==> config.mk <==
export PLATFORM = sky130hd
export DESIGN_NAME = spi_pattern_gen
export DESIGN_NICKNAME = d
export VERILOG_FILES = /design/src/rtl/spi_pat_pkg.sv /design/src/rtl/spi_pat_cfgchk.sv /design/src/rtl/spi_pat_seq.sv /design/src/rtl/spi_pat_word.sv /design/src/rtl/spi_pattern_gen.sv
export SDC_FILE = /design/constraint.sdc
export NUM_CORES = 1
export LEC_CHECK = 0
export ABC_AREA = 1
export BUFFER_PORTS_ARGS = -buffer_cell sky130_fd_sc_hd__buf_2
export CAP_MARGIN = 20
export CORE_MARGIN = 1
export CORE_UTILIZATION = 61
export CTS_CLUSTER_DIAMETER = 30
export DETAILED_ROUTE_END_ITERATION = 10
export GPL_TIMING_DRIVEN = 0
export PLACE_DENSITY = 0.92
export SLEW_MARGIN = 30
export SYNTH_ARGS = -nofsm -noshare
export SYNTH_HDL_FRONTEND = slang
export SYNTH_SLANG_ARGS = --single-unit
==> constraint.sdc <==
create_clock -name clk -period 5.4 [get_ports clk]
set_input_delay 1.08 -clock clk [delete_from_list [all_inputs] [get_ports clk]]
set_output_delay 1.08 -clock clk [all_outputs]
set_load 0.02 [all_outputs]
==> src/rtl/spi_pat_pkg.sv <==
`timescale 1ns/1ps
package spi_pat_pkg;

  typedef enum logic [1:0] {
    ST_IDLE = 2'd0,
    ST_LEAD = 2'd1,
    ST_BITS = 2'd2,
    ST_TAIL = 2'd3
  } seq_st_e;

  // Ticks in one frame: lead-in, two per bit, trailing.
  function automatic int unsigned frame_ticks(input int unsigned nbits);
    return 2 * nbits + 2;
  endfunction

  // Length accepted for a frame.
  function automatic logic len_legal(input int unsigned nbits, input int unsigned maxb);
    return (nbits != 0) && (nbits <= maxb);
  endfunction

endpackage

==> src/rtl/spi_pat_cfgchk.sv <==
`timescale 1ns/1ps
module spi_pat_cfgchk #(
  parameter int NUM_SS = 2,
  parameter int OUT_W  = 8,
  parameter int POS_W  = 3,
  parameter int SEL_W  = 1
) (
  input  logic [POS_W-1:0]        pos_mosi,
  input  logic [POS_W-1:0]        pos_clk,
  input  logic [NUM_SS*POS_W-1:0] pos_ss,
  input  logic [SEL_W-1:0]        ss_sel,
  output logic                    bad
);
  localparam int NL = NUM_SS + 2;

  logic [POS_W-1:0] lane [NL];
  logic             clash;
  logic             range_bad;
  logic             sel_bad;

  always_comb begin
    lane[0] = pos_mosi;
    lane[1] = pos_clk;
    for (int j = 0; j < NUM_SS; j++) lane[j+2] = pos_ss[j*POS_W +: POS_W];
  end

  always_comb begin
    clash     = 1'b0;
    range_bad = 1'b0;
    for (int a = 0; a < NL; a++) begin
      if (32'(lane[a]) >= OUT_W) range_bad = 1'b1;
      for (int b = a + 1; b < NL; b++)
        if (lane[a] == lane[b]) clash = 1'b1;
    end
  end

  generate
    if ((1 << SEL_W) > NUM_SS) begin : g_selchk
      assign sel_bad = (32'(ss_sel) >= NUM_SS);
    end else begin : g_nosel
      assign sel_bad = 1'b0;
    end
  endgenerate

  assign bad = clash | range_bad | sel_bad;

  // equal data and clock positions must always be reported
  always_comb a_r8_clash_flag: assert (!(pos_mosi == pos_clk) || bad);

endmodule

==> src/rtl/spi_pat_seq.sv <==
`timescale 1ns/1ps
module spi_pat_seq
  import spi_pat_pkg::*;
#(
  parameter int MAX_BITS = 32,
  parameter int LEN_W    = 6
) (
  input  logic                clk,
  input  logic                rst_n,
  input  logic                start,
  input  logic [MAX_BITS-1:0] payload,
  input  logic [LEN_W-1:0]    len_bits,
  input  logic                cfg_bad,
  output logic                accept,
  output logic                busy,
  output logic                done,
  output logic                mosi_bit,
  output logic                sclk_bit,
  output logic                edge_tick
);
  localparam int IDX_W = (MAX_BITS > 1) ? $clog2(MAX_BITS) : 1;
  localparam int CNT_W = $clog2(2 * MAX_BITS + 3);

  seq_st_e             st;
  logic [IDX_W-1:0]    idx;
  logic                phase;
  logic [MAX_BITS-1:0] data_q;
  logic [LEN_W-1:0]    len_q;
  logic [CNT_W-1:0]    tick_cnt;
  logic                len_ok;

  assign len_ok = len_legal(32'(len_bits), MAX_BITS);
  assign accept = start && (st == ST_IDLE) && !cfg_bad && len_ok;

  always_ff @(posedge clk or negedge rst_n) begin
    if (!rst_n) begin
      st       <= ST_IDLE;
      idx      <= '0;
      phase    <= 1'b0;
      data_q   <= '0;
      len_q    <= '0;
      tick_cnt <= '0;
      done     <= 1'b0;
    end else begin
      done <= 1'b0;
      if (st != ST_IDLE) tick_cnt <= tick_cnt + 1'b1;
      unique case (st)
        ST_IDLE: if (accept) begin
          st       <= ST_LEAD;
          data_q   <= payload;
          len_q    <= len_bits;
          idx      <= IDX_W'(len_bits - 1'b1);
          phase    <= 1'b0;
          tick_cnt <= '0;
        end
        ST_LEAD: st <= ST_BITS;
        ST_BITS: begin
          phase <= ~phase;
          if (phase) begin
            if (idx == '0) st <= ST_TAIL;
            else           idx <= idx - 1'b1;
          end
        end
        ST_TAIL: begin
          st   <= ST_IDLE;
          done <= 1'b1;
        end
      endcase
    end
  end

  assign busy      = (st != ST_IDLE);
  assign sclk_bit  = (st == ST_BITS) && phase;
  assign mosi_bit  = (st == ST_BITS) ? data_q[idx] : 1'b0;
  assign edge_tick = (st == ST_BITS) && !phase && (idx == '0);

  // done lasts one cycle and follows the trailing tick
  a_r6_done_single: assert property (@(posedge clk) disable iff (!rst_n)
    done |=> !done);
  a_r6_done_after_tail: assert property (@(posedge clk) disable iff (!rst_n)
    (st == ST_TAIL) |=> (done && !busy));
  // an accepted start makes the block busy next cycle
  a_r3_accept_busy: assert property (@(posedge clk) disable iff (!rst_n)
    accept |=> (busy && !sclk_bit && !mosi_bit));
  // refused starts leave the block idle
  a_r8_refuse: assert property (@(posedge clk) disable iff (!rst_n)
    (start && !busy && cfg_bad) |=> !busy);
  a_r9_len_refuse: assert property (@(posedge clk) disable iff (!rst_n)
    (start && !busy && !len_ok) |=> !busy);
  // data held while the clock is high; clock low at lead-in and tail
  a_r12_mosi_hold: assert property (@(posedge clk) disable iff (!rst_n)
    sclk_bit |-> (mosi_bit == $past(mosi_bit)));
  a_r12_clk_idle: assert property (@(posedge clk) disable iff (!rst_n)
    (st == ST_LEAD || st == ST_TAIL) |-> !sclk_bit);
  // frame length measured by a tick counter
  a_r5_frame_len: assert property (@(posedge clk) disable iff (!rst_n)
    (st == ST_TAIL) |-> (32'(tick_cnt) + 1 == frame_ticks(32'(len_q))));

endmodule

==> src/rtl/spi_pat_word.sv <==
`timescale 1ns/1ps
module spi_pat_word #(
  parameter int NUM_SS = 2,
  parameter int OUT_W  = 8,
  parameter int POS_W  = 3,
  parameter int SEL_W  = 1
) (
  input  logic                    clk,
  input  logic                    rst_n,
  input  logic                    accept,
  input  logic                    busy,
  input  logic                    cfg_bad,
  input  logic                    mosi_bit,
  input  logic                    sclk_bit,
  input  logic [POS_W-1:0]        pos_mosi,
  input  logic [POS_W-1:0]        pos_clk,
  input  logic [NUM_SS*POS_W-1:0] pos_ss,
  input  logic [SEL_W-1:0]        ss_sel,
  output logic [OUT_W-1:0]        pat_word
);
  logic [POS_W-1:0] pm_q, pc_q;
  logic [POS_W-1:0] ps_q [NUM_SS];
  logic [SEL_W-1:0] sel_q;
  logic [POS_W-1:0] pm_u, pc_u;
  logic [POS_W-1:0] ps_u [NUM_SS];
  logic [NUM_SS-1:0] ss_line;

  always_ff @(posedge clk or negedge rst_n) begin
    if (!rst_n) begin
      pm_q  <= '0;
      pc_q  <= '0;
      sel_q <= '0;
      for (int j = 0; j < NUM_SS; j++) ps_q[j] <= '0;
    end else if (accept) begin
      pm_q  <= pos_mosi;
      pc_q  <= pos_clk;
      sel_q <= ss_sel;
      for (int j = 0; j < NUM_SS; j++) ps_q[j] <= pos_ss[j*POS_W +: POS_W];
    end
  end

  // captured placement during a frame, live placement while idle
  always_comb begin
    pm_u = busy ? pm_q : pos_mosi;
    pc_u = busy ? pc_q : pos_clk;
    for (int j = 0; j < NUM_SS; j++)
      ps_u[j] = busy ? ps_q[j] : pos_ss[j*POS_W +: POS_W];
  end

  generate
    for (genvar j = 0; j < NUM_SS; j++) begin : g_ss
      assign ss_line[j] = !(busy && (sel_q == SEL_W'(j)));
    end
  endgenerate

  always_comb begin
    pat_word = '0;
    for (int j = 0; j < NUM_SS; j++) pat_word[ps_u[j]] = ss_line[j];
    pat_word[pc_u] = sclk_bit;
    pat_word[pm_u] = mosi_bit;
  end

  // at most one select line active
  a_r11_one_slave: assert property (@(posedge clk) disable iff (!rst_n)
    $countones(~ss_line) <= 1);
  // idle word has clock and data low at the live positions
  a_r2_idle_quiet: assert property (@(posedge clk) disable iff (!rst_n)
    (!busy && !cfg_bad) |-> (!pat_word[pos_clk] && !pat_word[pos_mosi]));
  // captured positions do not move during a frame
  a_r10_hold_cfg: assert property (@(posedge clk) disable iff (!rst_n)
    (busy && $past(busy)) |-> ($stable(pm_q) && $stable(pc_q) && $stable(sel_q)));

endmodule

==> src/rtl/spi_pattern_gen.sv <==
`timescale 1ns/1ps
module spi_pattern_gen #(
  parameter  int MAX_BITS = 32,
  parameter  int NUM_SS   = 2,
  parameter  int OUT_W    = 8,
  localparam int LEN_W    = $clog2(MAX_BITS + 1),
  localparam int POS_W    = (OUT_W > 1) ? $clog2(OUT_W) : 1,
  localparam int SEL_W    = (NUM_SS > 1) ? $clog2(NUM_SS) : 1
) (
  input  logic                    clk,
  input  logic                    rst_n,
  input  logic                    start,
  input  logic [MAX_BITS-1:0]     payload,
  input  logic [LEN_W-1:0]        len_bits,
  input  logic [SEL_W-1:0]        ss_sel,
  input  logic [POS_W-1:0]        pos_mosi,
  input  logic [POS_W-1:0]        pos_clk,
  input  logic [NUM_SS*POS_W-1:0] pos_ss,
  output logic [OUT_W-1:0]        pat_word,
  output logic                    pat_valid,
  output logic                    busy,
  output logic                    done,
  output logic                    cfg_err
);
  logic accept;
  logic mosi_bit;
  logic sclk_bit;
  logic edge_tick;

  spi_pat_cfgchk #(.NUM_SS(NUM_SS), .OUT_W(OUT_W), .POS_W(POS_W), .SEL_W(SEL_W)) u_chk (
    .pos_mosi (pos_mosi),
    .pos_clk  (pos_clk),
    .pos_ss   (pos_ss),
    .ss_sel   (ss_sel),
    .bad      (cfg_err)
  );

  spi_pat_seq #(.MAX_BITS(MAX_BITS), .LEN_W(LEN_W)) u_seq (
    .clk       (clk),
    .rst_n     (rst_n),
    .start     (start),
    .payload   (payload),
    .len_bits  (len_bits),
    .cfg_bad   (cfg_err),
    .accept    (accept),
    .busy      (busy),
    .done      (done),
    .mosi_bit  (mosi_bit),
    .sclk_bit  (sclk_bit),
    .edge_tick (edge_tick)
  );

  spi_pat_word #(.NUM_SS(NUM_SS), .OUT_W(OUT_W), .POS_W(POS_W), .SEL_W(SEL_W)) u_word (
    .clk      (clk),
    .rst_n    (rst_n),
    .accept   (accept),
    .busy     (busy),
    .cfg_bad  (cfg_err),
    .mosi_bit (mosi_bit),
    .sclk_bit (sclk_bit),
    .pos_mosi (pos_mosi),
    .pos_clk  (pos_clk),
    .pos_ss   (pos_ss),
    .ss_sel   (ss_sel),
    .pat_word (pat_word)
  );

  assign pat_valid = busy;

  // a start while busy never ends or restarts the frame early
  a_r7_ignore_start: assert property (@(posedge clk) disable iff (!rst_n)
    (start && busy && !done && $past(busy) && !$past(done)) |-> !accept);
  // the last data bit is followed by its rising clock tick
  a_r4_last_bit_rise: assert property (@(posedge clk) disable iff (!rst_n)
    edge_tick |=> (sclk_bit && busy));

endmodule

==> results of run 1 <==
routing by layer:
metal	vias up	GRT usage [%]
met1	1711	41.35
met3	18	5.618
met5	-	0
met4	0	8.036
li1	1863	-
met2	178	50.25
cells by family (layout without fill, tap and decap cells):
kind of cell               Yosys count  in the layout
adders and majority gates            4              4
DFF                                 54             54
buffers and inverters               97            170
AOI/OAI and AO/OA                   85             85
and+or+nand+nor                    297            297
xor gates and xnor gates            12             12
power breakdown:
part / switching, mW / internal, mW / leakage [nW]
Combinational: 0.989 / 0.531 / 1.68
Sequential: 0.118 / 0.591 / 0.665
Clock: 0.140 / 0.153 / 0.0618
Total: 1.25 / 1.27 / 2.41
sequential cells by signal (all words and copies together), names as in the netlist:
signal / flops
u_seq.data_q: 32
u_word.ps_q: 6
u_seq.idx: 5
u_word.pc_q: 3
u_word.pm_q: 3
u_seq.st: 2
u_seq.done: 1
u_seq.phase: 1
u_word.sel_q: 1
per-stage QoR:
stage	std cells	setup WS [ns]	util (%)	instance area (µm²)
after floorplan	549	2.287	-	3792
after global placement	689	1.912	70.71	4212
after detailed placement	689	1.850	70.76	4214
after CTS	697	1.835	72.79	4335
after global routing	697	1.642	72.79	4335
final	697	1.782	72.79	4335
area by class of cell:
| class | instances | area [µm²] |
|---|---|---|
| tap | 75 | 93.84 |
| clock buffer | 6 | 82.58 |
| fill | 477 | 1620 |
| buffer | 20 | 185.2 |
| multi-input combinational | 398 | 1967 |
| inverter | 77 | 289.0 |
| timing repair buffer | 65 | 327.8 |
| sequential | 54 | 1351 |
| clock inverter | 2 | 38.79 |
critical path, stage by stage:
cell                      delay (ns)
sky130_fd_sc_hd__buf_2          0.13
sky130_fd_sc_hd__inv_2          0.10
sky130_fd_sc_hd__nand2_1        0.07
sky130_fd_sc_hd__o21ai_1        0.30
sky130_fd_sc_hd__inv_1          0.24
sky130_fd_sc_hd__nor3_1         0.23
sky130_fd_sc_hd__a21oi_1        0.09
sky130_fd_sc_hd__o21ai_0        0.08
sky130_fd_sc_hd__nand2_1        0.07
sky130_fd_sc_hd__buf_2          0.15
final timing paths:
kind                                    end           start  slack (ns)
min in group asynchronous  u_seq.data_q[23]           rst_n        0.79
max reg2reg                    u_seq.idx[4]     u_seq.st[0]        3.27
max in group asynchronous    u_word.ps_q[2]           rst_n        4.15
min reg2reg                  u_word.ps_q[5]  u_word.ps_q[5]        0.49
min                          u_word.ps_q[5]  u_word.ps_q[5]        0.49
max                             pat_word[4]      pos_clk[0]        1.78
layout by cell type (no fill, tap or decap), types with 2 or more instances in the layout:
cell type,Yosys,layout
sky130_fd_sc_hd__a21oi_1,4,4
sky130_fd_sc_hd__a21oi_2,6,6
sky130_fd_sc_hd__buf_2,4,68
sky130_fd_sc_hd__buf_4,4,5
sky130_fd_sc_hd__buf_6,12,12
sky130_fd_sc_hd__clkbuf_8,0,6
sky130_fd_sc_hd__clkinv_1,2,2
sky130_fd_sc_hd__dfrtp_1,54,54
sky130_fd_sc_hd__ha_1,4,4
sky130_fd_sc_hd__inv_1,67,67
sky130_fd_sc_hd__inv_2,8,8
sky130_fd_sc_hd__nand2_1,179,179
sky130_fd_sc_hd__nand3_1,43,43
sky130_fd_sc_hd__nand4_1,4,4
sky130_fd_sc_hd__nor2_1,57,57
sky130_fd_sc_hd__nor2_2,7,7
sky130_fd_sc_hd__nor3_1,3,3
sky130_fd_sc_hd__o211ai_1,5,5
sky130_fd_sc_hd__o21ai_0,22,22
sky130_fd_sc_hd__o21ai_1,11,11
sky130_fd_sc_hd__o21ai_2,36,36
sky130_fd_sc_hd__xnor2_1,10,10
sky130_fd_sc_hd__xor2_1,2,2
==> reports/summary.txt, run 1 <==
Run status -> finished, final reports clean
Synth top area share -> 35.63%
Detail-routed net length per standard cell -> 13.24 µm
Summed instance area of the synthesized netlist -> 3792 µm²
Biggest area consumer among synthesized cells -> sky130_fd_sc_hd__dfrtp_1
Number of register bits inferred by synthesis -> 54
Period utilization -> 66.99%
Combinational family with the most area after synthesis -> simple AND/OR/NAND/NOR gates
CP Capture Type -> output pin
Commonest cells in the netlist -> 179 x sky130_fd_sc_hd__nand2_1, 67 x sky130_fd_sc_hd__inv_1, 57 x sky130_fd_sc_hd__nor2_1, 54 x sky130_fd_sc_hd__dfrtp_1, 43 x sky130_fd_sc_hd__nand3_1
Remaining global-route overflow -> 0
Fmax -> 0.2764 GHz
Cell count after synthesis -> 549
Startpoint types -> primary input
Cell with the most instances after synthesis -> sky130_fd_sc_hd__nand2_1
Max Root-Sink Buffers -> 2
Area of the core -> 5956 µm²
Cells on worst reg2reg path -> 11
Routed wire length on met2 -> 4465 µm
# Max-Cap Violations -> 0
Post-synthesis compound-gate area fraction -> 15.74%
Kind of path behind the tightest hold check -> flop to flop
Number of top-level pins -> 66
Via density per instance -> 5.409
Layout cells sized above 1 -> 24.44%
Total Routing Usage GR -> 30.56%
Top routing layer used -> met4
Power per cell area -> 581.5 nW/µm²
Arrival @ worst endpoint -> 2.54 ns
Post-DP HPWL -> 6963 µm
Required @ worst endpoint -> 4.32 ns
Clock buffer count from CTS -> 5
Number of library cell types mapped by synthesis -> 27
Routed vias -> 3770
Number of buffer cells added on primary ports -> 65
Register area share after synthesis -> 35.63%
CTS tree -> built
Detail Route met3 WL -> 628 µm
Share of cell area taken by muxes after synthesis -> 0%
Number of synthesis warnings -> 0
Via count of the first global-routing pass -> 3375
Effective utilization at floorplan -> 63.68%
Routed length on met1 -> 3964 µm
Final count of negative-setup-slack endpoints -> 0
Synth-to-layout area growth -> 14.32%
Placer's final routability congestion estimate -> 0.8599
RSZ-0062 raised after global routing -> false
Final Slew Violations -> 0
CP max FO -> 7
Hold Buf Count CTS -> 0
Antenna violations before repair -> 0
Post-Syn Nets -> 607
Number of rows created at floorplan -> 28
Simple-gate portion of the synthesized area -> 32.04%
Number of optimization iterations in the first detailed-route pass -> 5
Category of the most critical setup path -> primary input to output pin
Number of cells on the worst hold path -> 2
Clk pin slew, worst setup/hold paths -> 0.10 ns
Power Total -> 2.521 mW
DR iter-0 viols -> 351
Post-CTS setup buffer count -> 0
NumNets Final -> 679
Y dimension of the die -> 80.85 µm
Remaining design rule violation count -> 0
Number of clock sinks -> 54
Worst-margin pin slew -> 0.6724 ns
Post-Synthesis Mean Instance Area -> 6.908 µm²
Leading register cell type out of synthesis -> sky130_fd_sc_hd__dfrtp_1
Final antenna-violating net count -> 0
Antenna Diode Count -> 0
Die X -> 80.85 µm
Clock root buffer -> sky130_fd_sc_hd__clkbuf_8
Worst Skew -> 0.01474 ns
Final Hold Slack -> 0.4927 ns
Worst slew slack as a fraction of its limit -> 55.18%
H-tree lvl count -> 2
Sum of negative setup slack -> 0 ns
Total detailed-routing wirelength -> 9226 µm
Number of flops mapped to enable cells by yosys -> 0
Largest net degree at the start of global routing -> 55
Number of gates resized after CTS -> 0
Main area contributors after synthesis -> sky130_fd_sc_hd__dfrtp_1 36%, sky130_fd_sc_hd__nand2_1 18%, sky130_fd_sc_hd__o21ai_2 8.3%
Async set-or-reset flop fraction in the synthesized netlist -> 100.0%
Adder-cell share of the synthesized area -> 1.320%
Wire length of the first global-routing pass -> 15330 µm
Final hold violation count -> 0
XOR/XNOR share of the synthesized area -> 2.771%
Post-route minimum period -> 3.618 ns
Reported leakage power -> 2.408 nW
Worst skew pair latency -> 0.32 ns
Area of the die -> 6537 µm²
Worst vdd rail ir drop -> 0.0003846 V
Note: power is estimated with default switching activity, not from simulation.
==> run 2, diff against run 1 <==
- CORE_UTILIZATION: 61 -> 57
- PLACE_DENSITY: 0.92 -> 0.87
- clock period: 5.4 -> 3.5 ns (I/O delays scaled with it)
==> reports/summary.txt, run 2 (same netlist as run 1, synthesis figures left out) <==
Number of top-level pins -> 66 (unchanged)
Effective utilization at floorplan -> 59.38% (-4.3 points)
Number of rows created at floorplan -> 29 (+3.6%)
Antenna violations before repair -> 0 (unchanged)
Post-route minimum period -> 3.192 ns
Area of the multi-input gates -> 1967 µm² (unchanged)
Number of buffer cells added on primary ports -> 65 (unchanged)
Fraction of the core area covered by cells at the end of the flow -> 67.87% (-4.9 points)
Total Routing Usage GR -> 27.02% (-3.5 points)
Final antenna-violating net count -> 0 (unchanged)
Fmax -> 0.3133 GHz
RSZ-0062 raised after global routing -> false
H-tree lvl count -> 2 (unchanged)
Smallest setup slack after layout -> 0.3077 ns (-1.475 ns)
Max reg flops -> 32 (unchanged)
Die X -> 83.57 µm (+3.4%)
Period utilization -> 91.21%
Arrival @ worst endpoint -> 2.49 ns (-0.05 ns)
Cells on worst reg2reg path -> 11 (unchanged)
Clock root buffer -> sky130_fd_sc_hd__clkbuf_8
Final hold violation count -> 0 (unchanged)
Worst stage delay on the critical path -> 0.48 ns (+0.18 ns)
Layout cells sized above 1 -> 24.44% (unchanged)
Commonest non-fill, non-tap cells in the layout -> 179 x sky130_fd_sc_hd__nand2_1, 68 x sky130_fd_sc_hd__buf_2, 67 x sky130_fd_sc_hd__inv_1
Category of the most critical setup path -> flop to output pin
Most frequent standard cell in the layout excluding fill and tap cells -> sky130_fd_sc_hd__nand2_1
Via count of the first global-routing pass -> 3469 (+2.8%)
Count of non-filler cells in the finished layout -> 699 (+0.29%)
Cell chain of the critical path -> inv_1, ha_1, buf_6, buf_4, o21ai_0, inv_1, nand2_1, nor2_1, a21oi_1, o21ai_0, nand2_1, buf_2
Synth-to-layout area growth -> 14.29% (about the same)
Routed vias -> 3676 (-2.5%)
Power per cell area -> 889.6 nW/µm² (+53%)
Number of optimization iterations in the first detailed-route pass -> 5 (unchanged)
Reported leakage power -> 2.403 nW (-0.23%)
Remaining global-route overflow -> 0 (unchanged)
Antenna Diode Count -> 0 (unchanged)
Sum of negative setup slack -> 0 ns (unchanged)
Sequential cell area -> 1351 µm² (unchanged)
Final Slew Violations -> 0 (unchanged)
Beginning of the worst register-to-register path -> u_seq.st[0]
Largest net degree at the start of global routing -> 55 (unchanged)
Worst slew slack as a fraction of its limit -> 53.73% (-1.4 points)
Area of the die -> 6983 µm² (+6.8%)
Post-CTS setup buffer count -> 0 (unchanged)
Clock buffer count from CTS -> 5 (unchanged)
Clk pin slew, worst setup/hold paths -> 0.11 ns (about the same)
Slowest-stage cell, CP -> sky130_fd_sc_hd__o21ai_0
Y dimension of the die -> 83.57 µm (+3.4%)
CP max FO -> 10 (+3)
Worst vdd rail ir drop -> 0.0006103 V (+59%)
Worst-margin pin slew -> 0.6940 ns (+0.02162 ns)
Max Root-Sink Buffers -> 2 (unchanged)
Placer's final routability congestion estimate -> 0.8692 (+1.1%)
End point of the critical path -> pat_word[4]
Post-DP HPWL -> 6736 µm (-3.3%)
Number of clock sinks -> 54 (unchanged)
Final Hold Slack -> 0.4055 ns (-0.08717 ns)
Worst setup slack after placement -> 0.7029 ns (-1.148 ns)
CTS tree -> built
Largest register by flop count -> u_seq.data_q
CP Capture Type -> output pin
Critical Path Source -> u_seq.st[0]
Run status -> finished, final reports clean
Wire length of the first global-routing pass -> 15450 µm (+0.77%)
Detail-routed net length per standard cell -> 12.91 µm (-2.4%)
Final count of negative-setup-slack endpoints -> 0 (unchanged)
Number of gates resized after CTS -> 0 (unchanged)
Worst Skew -> 0.004832 ns (-0.009905 ns)
Hold Buf Count CTS -> 0 (unchanged)
DR iter-0 viols -> 338 (-3.7%)
Total detailed-routing wirelength -> 9026 µm (-2.2%)
# Max-Cap Violations -> 0 (unchanged)
Reg2Reg Setup Slack -> 1.35 ns (-1.92 ns)
Via density per instance -> 5.259 (-2.8%)
Startpoint types -> flop
Number of cells after detailed placement -> 691 (+0.29%)
Remaining design rule violation count -> 0 (unchanged)
Registers with the most flip-flops -> u_seq.data_q x32, u_word.ps_q x6, u_seq.idx x5
Area of the core -> 6386 µm² (+7.2%)
Number of filler instances in the final layout -> 543 (+14%)
Kind of path behind the tightest hold check -> primary input to async pin
Required @ worst endpoint -> 2.80 ns (-1.52 ns)
Worst skew pair latency -> 0.32 ns (about the same)
NumNets Final -> 679 (unchanged)
Crit Reg-Reg Endpoint -> u_seq.idx[4]
[run 2: how the worst min path moves through the flow]
| stage | start | end | slack [ns] | cells after the start |
|---|---|---|---|---|
| 2_1_floorplan | rst_n | u_seq.data_q[0] | 0.40 | 0 |
| 3_3_place_gp | u_seq.data_q[27] | u_seq.data_q[27] | 0.46 | 2 |
| 3_5_place_dp | u_seq.data_q[27] | u_seq.data_q[27] | 0.46 | 2 |
| 4_1_cts | rst_n | u_seq.data_q[11] | 0.45 | 1 |
| 5_1_grt | rst_n | u_seq.data_q[23] | 0.45 | 1 |
| 6_report | rst_n | u_seq.data_q[21] | 0.41 | 1 |
[run 2: where the power goes]
part,switching (mW),leakage [nW],internal [mW]
sequential,0.175,0.665,0.911
clock,0.233,0.0563,0.218
combinational,1.50,1.68,0.820
[run 2: area by class of cell]
cell class,count,area share (%)
repair buffers,65,7.563
clock inverters,3,1.126
well taps,77,2.223
clock buffers,5,1.588
flip-flops and latches,54,31.18
inverters,77,6.669
multi-input cells,398,45.38
plain buffers,20,4.273
[run 2: routing by layer]
metal  vias to the layer above  global-route usage (%)  share of wire [%]
li1                       1856                       -                  -
met5                         -                       0                  0
met1                      1672                   37.81                 46
met3                        10                   3.759                6.2
met4                         0                   5.701               0.93
met2                       138                   44.86                 47
[run 2: critical path: cells and delay by family (launching register included)]
| family | cells | cell delay [ns] |
|---|---|---|
| AND/OR/NAND/NOR | 3 | 0.24 |
| adder cells (fa/ha/maj) | 1 | 0.20 |
| buffers and inverters | 5 | 0.66 |
| flip-flops | 1 | 0.39 |
| AO/OA/AOI/OAI | 3 | 0.67 |
[run 2: per-stage QoR]
step	instance area, µm²	total power, mW
after detailed placement	4217	3.377
after CTS	4334	3.839
after global placement	4214	3.294
after floorplan	3792	2.811
final	4334	3.856
after global routing	4334	4.204
